--- config.mk ---
export PLATFORM = sky130hd
export DESIGN_NAME = alarm_timer
export DESIGN_NICKNAME = d
export VERILOG_FILES = /design/src/rtl/alarm_pkg.sv /design/src/rtl/alarm_prescale.sv /design/src/rtl/alarm_counter.sv /design/src/rtl/alarm_flag_fsm.sv /design/src/rtl/alarm_timer.sv
export SDC_FILE = /design/constraint.sdc
export NUM_CORES = 1
export LEC_CHECK = 0
export CAP_MARGIN = 5
export CORE_AREA = 5 5 69 118
export DETAILED_ROUTE_END_ITERATION = 8
export DIE_AREA = 0 0 74 123
export PLACE_DENSITY_LB_ADDON = 0.08
export REMOVE_ABC_BUFFERS = 1
export SYNTH_ARGS = -nofsm -noshare
export SYNTH_HDL_FRONTEND = slang
export SYNTH_SLANG_ARGS = --single-unit
--- constraint.sdc ---
create_clock -name clk -period 5.2 [get_ports clk]
set_input_delay 1.3 -clock clk [delete_from_list [all_inputs] [get_ports clk]]
set_output_delay 1.3 -clock clk [all_outputs]
set_load 0.005 [all_outputs]
--- src/rtl/alarm_pkg.sv ---
package alarm_pkg;

    // Control register field positions
    localparam int PS_LSB   = 0;
    localparam int SRC_LSB  = 3;
    localparam int SRC_W    = 2;
    localparam int IE_BIT   = 6;
    localparam int FLAG_BIT = 7;

    // Clock-source encodings
    localparam logic [SRC_W-1:0] SRC_NONE = 2'd0;
    localparam logic [SRC_W-1:0] SRC_REF  = 2'd2;

    // Register offsets
    localparam int OFF_CTRL  = 'h00;
    localparam int OFF_CNT   = 'h04;
    localparam int OFF_MOD   = 'h08;
    localparam int OFF_START = 'h4C;

    typedef enum logic [1:0] {
        FLG_CLEAR   = 2'd0,
        FLG_PENDING = 2'd1,
        FLG_ARMED   = 2'd2
    } flag_state_e;

endpackage

--- src/rtl/alarm_prescale.sv ---
module alarm_prescale #(
    parameter int PS_W = 3
) (
    input  logic            clk,
    input  logic            rst_n,
    input  logic            ref_tick,
    input  logic            src_ref,
    input  logic            clr,
    input  logic [PS_W-1:0] ps,
    output logic            tick
);
    localparam int DIV_W = (1 << PS_W) - 1;

    logic [DIV_W-1:0] div_q;
    logic [DIV_W:0]   lim_full;
    logic [DIV_W:0]   lim_m1;
    logic [DIV_W-1:0] lim;

    always_comb begin
        lim_full = {{DIV_W{1'b0}}, 1'b1} << ps;
        lim_m1   = lim_full - {{DIV_W{1'b0}}, 1'b1};
        lim      = lim_m1[DIV_W-1:0];
    end

    assign tick = src_ref && ref_tick && (div_q >= lim);

    always_ff @(posedge clk or negedge rst_n) begin
        if (!rst_n) begin
            div_q <= '0;
        end else if (clr) begin
            div_q <= '0;
        end else if (src_ref && ref_tick) begin
            div_q <= tick ? '0 : div_q + 1'b1;
        end
    end
endmodule

--- src/rtl/alarm_counter.sv ---
module alarm_counter #(
    parameter int CNT_W = 16
) (
    input  logic             clk,
    input  logic             rst_n,
    input  logic             tick,
    input  logic             load,
    input  logic [CNT_W-1:0] mod_val,
    input  logic [CNT_W-1:0] start_val,
    output logic [CNT_W-1:0] count,
    output logic             ovf
);
    logic at_mod;

    assign at_mod = (count == mod_val);
    assign ovf    = tick && !load && at_mod;

    always_ff @(posedge clk or negedge rst_n) begin
        if (!rst_n) begin
            count <= '0;
        end else if (load) begin
            count <= start_val;
        end else if (tick) begin
            count <= at_mod ? start_val : count + 1'b1;
        end
    end
endmodule

--- src/rtl/alarm_flag_fsm.sv ---
module alarm_flag_fsm
    import alarm_pkg::*;
(
    input  logic clk,
    input  logic rst_n,
    input  logic ovf,
    input  logic rd_ctrl,
    input  logic clr_wr,
    output logic flag,
    output logic armed
);
    flag_state_e state_q, state_d;

    always_ff @(posedge clk or negedge rst_n) begin
        if (!rst_n) state_q <= FLG_CLEAR;
        else        state_q <= state_d;
    end

    always_comb begin
        state_d = state_q;
        unique case (state_q)
            FLG_CLEAR:   if (ovf) state_d = FLG_PENDING;
            FLG_PENDING: if (!ovf && rd_ctrl) state_d = FLG_ARMED;
            FLG_ARMED: begin
                if (ovf)         state_d = FLG_PENDING;
                else if (clr_wr) state_d = FLG_CLEAR;
            end
            default:     state_d = FLG_CLEAR;
        endcase
    end

    always_comb begin
        flag  = (state_q != FLG_CLEAR);
        armed = (state_q == FLG_ARMED);
    end
endmodule

--- src/rtl/alarm_timer.sv ---
module alarm_timer
    import alarm_pkg::*;
#(
    parameter int ADDR_W = 8,
    parameter int DATA_W = 32,
    parameter int CNT_W  = 16,
    parameter int PS_W   = 3
) (
    input  logic              clk,
    input  logic              rst_n,
    input  logic              ref_tick,
    input  logic              wr_en,
    input  logic              rd_en,
    input  logic [ADDR_W-1:0] addr,
    input  logic [DATA_W-1:0] wdata,
    output logic [DATA_W-1:0] rdata,
    output logic              irq
);
    logic sel_ctrl, sel_cnt, sel_mod, sel_start;
    logic wr_ctrl, rd_ctrl, clr_wr, src_clr;

    logic [PS_W-1:0]  ps_q;
    logic [SRC_W-1:0] src_q;
    logic             ie_q;
    logic [CNT_W-1:0] mod_q, start_q, cnt_q;
    logic             tick, ovf, flag, armed;
    logic             unused_wdata;

    assign sel_ctrl  = (addr == ADDR_W'(OFF_CTRL));
    assign sel_cnt   = (addr == ADDR_W'(OFF_CNT));
    assign sel_mod   = (addr == ADDR_W'(OFF_MOD));
    assign sel_start = (addr == ADDR_W'(OFF_START));

    assign wr_ctrl = wr_en && sel_ctrl;
    assign rd_ctrl = rd_en && sel_ctrl && flag;
    assign clr_wr  = wr_ctrl && !wdata[FLAG_BIT];
    assign src_clr = (src_q == SRC_NONE) ||
                     (wr_ctrl && wdata[SRC_LSB +: SRC_W] == SRC_NONE);
    assign unused_wdata = ^wdata;

    always_ff @(posedge clk or negedge rst_n) begin
        if (!rst_n) begin
            ps_q    <= '0;
            src_q   <= SRC_NONE;
            ie_q    <= 1'b0;
            mod_q   <= '0;
            start_q <= '0;
        end else if (wr_en) begin
            if (sel_ctrl) begin
                ps_q  <= wdata[PS_LSB +: PS_W];
                src_q <= wdata[SRC_LSB +: SRC_W];
                ie_q  <= wdata[IE_BIT];
            end
            if (sel_mod)   mod_q   <= wdata[CNT_W-1:0];
            if (sel_start) start_q <= wdata[CNT_W-1:0];
        end
    end

    alarm_prescale #(.PS_W(PS_W)) u_pre (
        .clk     (clk),
        .rst_n   (rst_n),
        .ref_tick(ref_tick),
        .src_ref (src_q == SRC_REF),
        .clr     (src_clr),
        .ps      (ps_q),
        .tick    (tick)
    );

    alarm_counter #(.CNT_W(CNT_W)) u_cnt (
        .clk      (clk),
        .rst_n    (rst_n),
        .tick     (tick),
        .load     (wr_en && sel_cnt),
        .mod_val  (mod_q),
        .start_val(start_q),
        .count    (cnt_q),
        .ovf      (ovf)
    );

    alarm_flag_fsm u_flag (
        .clk    (clk),
        .rst_n  (rst_n),
        .ovf    (ovf),
        .rd_ctrl(rd_ctrl),
        .clr_wr (clr_wr),
        .flag   (flag),
        .armed  (armed)
    );

    always_comb begin
        rdata = '0;
        if (sel_ctrl) begin
            rdata[PS_LSB +: PS_W]   = ps_q;
            rdata[SRC_LSB +: SRC_W] = src_q;
            rdata[IE_BIT]           = ie_q;
            rdata[FLAG_BIT]         = flag;
        end else if (sel_cnt) begin
            rdata[CNT_W-1:0] = cnt_q;
        end else if (sel_mod) begin
            rdata[CNT_W-1:0] = mod_q;
        end else if (sel_start) begin
            rdata[CNT_W-1:0] = start_q;
        end
    end

    assign irq = flag && ie_q;
endmodule

==> run summary <==
count of unique library cells instantiated by Yosys -> 51
top cell type's share of synthesized area -> 0.413
Synth top cells by count -> dfrtp_1, mux2_1, nand2_1
Final Skew -> 0.00347 ns
top_reg_cell synth -> dfrtp_1
Fin. Hold Viols -> 0
Hold WC Path Type -> reg -> reg
Top delay family on crit path -> buffers and inverters
Detailed Routing Iterations Pass 1 -> 6
setup TNS -> 0 ns
Post-Layout Cell Count -> 509
HPWL Detailed -> 6810 um
global router's overall resource usage -> 0.230
io pins -> 78
GRT Residual Overflow -> 0
Worst path most repeated cell -> clkdlybuf4s50_1
# setup viols final -> 0
total core area -> 0.00713 mm^2
H-tree depth -> 3
Area Growth Syn to Fin -> 20.6%
data arrival time of the worst path -> 3.79 ns
Port Buffers -> 45
VDD IR-drop max -> 220 uV
Syn Inst Count -> 379
Max Cap Viol -> 0
first-pass GRT wire length -> 15800 um
Filler cells -> 601
vias in the first global route -> 3227
ANT nets after route -> 0
Slew Viols, Final -> 0
DIE HEIGHT -> 123 um
worst setup path start -> addr[1]
cell area power density -> 286 mW/mm^2
Final min period -> 5.09 ns
Slowest Stage Delay on Critical Path -> 0.71 ns
Avg Cell Area, Syn -> 10.1 um^2
worst skew pair latency -> 0.33 ns
#FFs+latches synth -> 63
hold buffer count at cts -> 0
critical path's slowest cell -> or4_1
critical path required time -> 3.90 ns
CP endpoint -> rdata[4]
R2R depth -> 8
count leader, synth -> dfrtp_1
Starting DRT DRC Count -> 287
vias per cell -> 6.22
CTS tree -> yes
CP Depth -> 7
CP cell instances -> clkdlybuf4s50_1 > or4_1 > nor4_4 > buf_12 > a222oi_1 > a21oi_1 > clkdlybuf4s50_1
initial antenna violation count -> 0
Seq/Total Area, Yosys -> 0.413
relative slew slack -> 0.342
RR Startpoint -> ps_q[0]
share of cells above drive strength 1 -> 0.0851
clk buf depth -> 2
DR vias -> 3166
Residual DRC -> 0
Reg2Reg Capture Point -> u_cnt.count[8]
Slew @ Worst Pin -> 0.987 ns
R2R Setup Slk -> 1.63 ns
yosys warns -> 0
WS Path Type -> in -> out
Die ar. -> 0.00910 mm^2
CTS resizes -> 0
Worst setup EP type -> primary output
clk root buf -> clkbuf_16
status -> finished, final reports clean
EDFF count, synth -> 0
unrepaired setup endpoints after global routing -> false
largest fanout on the critical path -> 17
chip width -> 74 um
antenna cell count -> 0
Post-CTS Setup Bufs -> 0
Num CTS Buffers -> 9
asr flop ratio synth -> 1.00
fin nets -> 472
Rows -> 41
cell area after synthesis -> 0.00382 mm^2
clock sink total -> 63
crit share post-route -> 0.978
placed cell count -> 493
Startpoint Class -> primary input
Synth area leaders -> dfrtp_1, mux2_1, a222oi_1
Worst-path clk slew -> 0.05 ns
Buf+Inv Stages, Crit Path -> 3
Avg WL per Cell -> 19.0 um
largest net degree at the start of global routing -> 34
fmax -> 197 MHz
GPL Wtd Cong -> 0.848
WL final -> 9670 um
Tot Pwr -> 1320 uW
Synth area leader -> dfrtp_1
LEAKAGE -> 0.00222 uW
Initial Util -> 0.535
-- worst min-delay path by stage --
stage                   start              to  slack [ns]  cells after the start
2_1_floorplan  u_pre.div_q[6]  u_pre.div_q[6]        0.46                      1
3_3_place_gp   u_pre.div_q[6]  u_pre.div_q[6]        0.49                      1
3_5_place_dp   u_pre.div_q[6]  u_pre.div_q[6]        0.51                      1
4_1_cts           start_q[11]     start_q[11]        0.51                      1
5_1_grt           start_q[13]     start_q[13]        0.55                      1
6_report          start_q[11]     start_q[11]        0.51                      1
-- cell families (layout without fill, tap and decap cells) --
kind of cell,Yosys count,count (layout),synth area share
AND/OR/NAND/NOR,105,105,0.153
AO/OA/AOI/OAI,84,84,0.158
flip-flops,63,63,0.413
buffers and inverters,56,85,0.0774
multiplexers,45,45,0.131
XOR/XNOR,16,16,0.0367
adder cells (fa/ha/maj),9,9,0.0295
other,1,16,0.000982
-- through the flow --
stage / util / hold slack, ns / setup slack (ns) / instance area, um^2
3_3_place_gp: 0.600 / 0.495 / 0.132 / 4280
2_1_floorplan: - / 0.459 / 0.899 / 3650
4_1_cts: 0.646 / 0.515 / 0.0920 / 4600
6_report: 0.646 / 0.510 / 0.115 / 4600
3_5_place_dp: 0.600 / 0.508 / 0.106 / 4280
5_1_grt: 0.646 / 0.548 / 0.0378 / 4600
-- layer usage --
layer  routed length, um  vias to the layer above  global-route usage
li1                    -                     1460                   -
met1                3580                     1592               0.257
met2                5370                       94               0.406
met3                 381                       20              0.0423
met4                 333                        0               0.115
met5                   0                        -                   0
-- flip-flops by register name, summed over array words and instances (netlist names) --
name            count
ie_q                1
u_flag.state_q      2
start_q            16
ps_q                3
u_cnt.count        16
u_pre.div_q         7
mod_q              16
src_q               2
-- cells in the final DEF, fill, tap and decap left out, types with 3 or more instances in the layout --
| cell | count |
|---|---|
| o21ai_1 | 8 |
| dfrtp_1 | 63 |
| inv_1 | 19 |
| nor4_1 | 5 |
| mux2_1 | 33 |
| conb_1 | 16 |
| buf_12 | 3 |
| clkdlybuf4s50_1 | 44 |
| xor2_1 | 16 |
| o22ai_1 | 3 |
| and3b_1 | 3 |
| a222oi_1 | 15 |
| o2bb2a_1 | 4 |
| nand2_1 | 24 |
| or3_1 | 4 |
| mux2_2 | 7 |
| clkbuf_16 | 9 |
| a21oi_1 | 19 |
| nand3_1 | 19 |
| nand4_1 | 7 |
| and3_1 | 5 |
| nor3_1 | 7 |
| o211ai_1 | 4 |
| mux2i_1 | 5 |
| a22oi_1 | 7 |
| nand2b_1 | 4 |
| ha_1 | 9 |
| nor2_1 | 13 |
| and2_1 | 3 |
| a31oi_1 | 7 |
-- where the power goes --
group | internal, uW | total [uW] | switching (uW) | leakage, uW
sequential | 514 | 547 | 33.0 | 0.000839
combinational | 55.3 | 118 | 62.2 | 0.00122
clock | 445 | 652 | 208 | 0.000160
-- worst register-to-register path: stages, from the launching register on --
cell	delay, ns
dfrtp_1	0.43
or3_1	0.39
ha_1	0.27
nand2b_1	0.14
a2111oi_0	0.61
o31ai_1	0.35
a21oi_1	0.86
a21oi_1	0.07
o2bb2a_1	0.33
-- final cells by class --
type,instances,area (um^2),share of cell area
Multi-Input combinational cell,275,2000,0.435
Clock buffer,13,260,0.0565
Clock inverter,3,65.1,0.0141
Tap cell,86,108,0.0234
Sequential cell,63,1580,0.342
Timing Repair Buffer,50,520,0.113
Inverter,19,71.3,0.0155
Power figures use the tool's default switching activity.
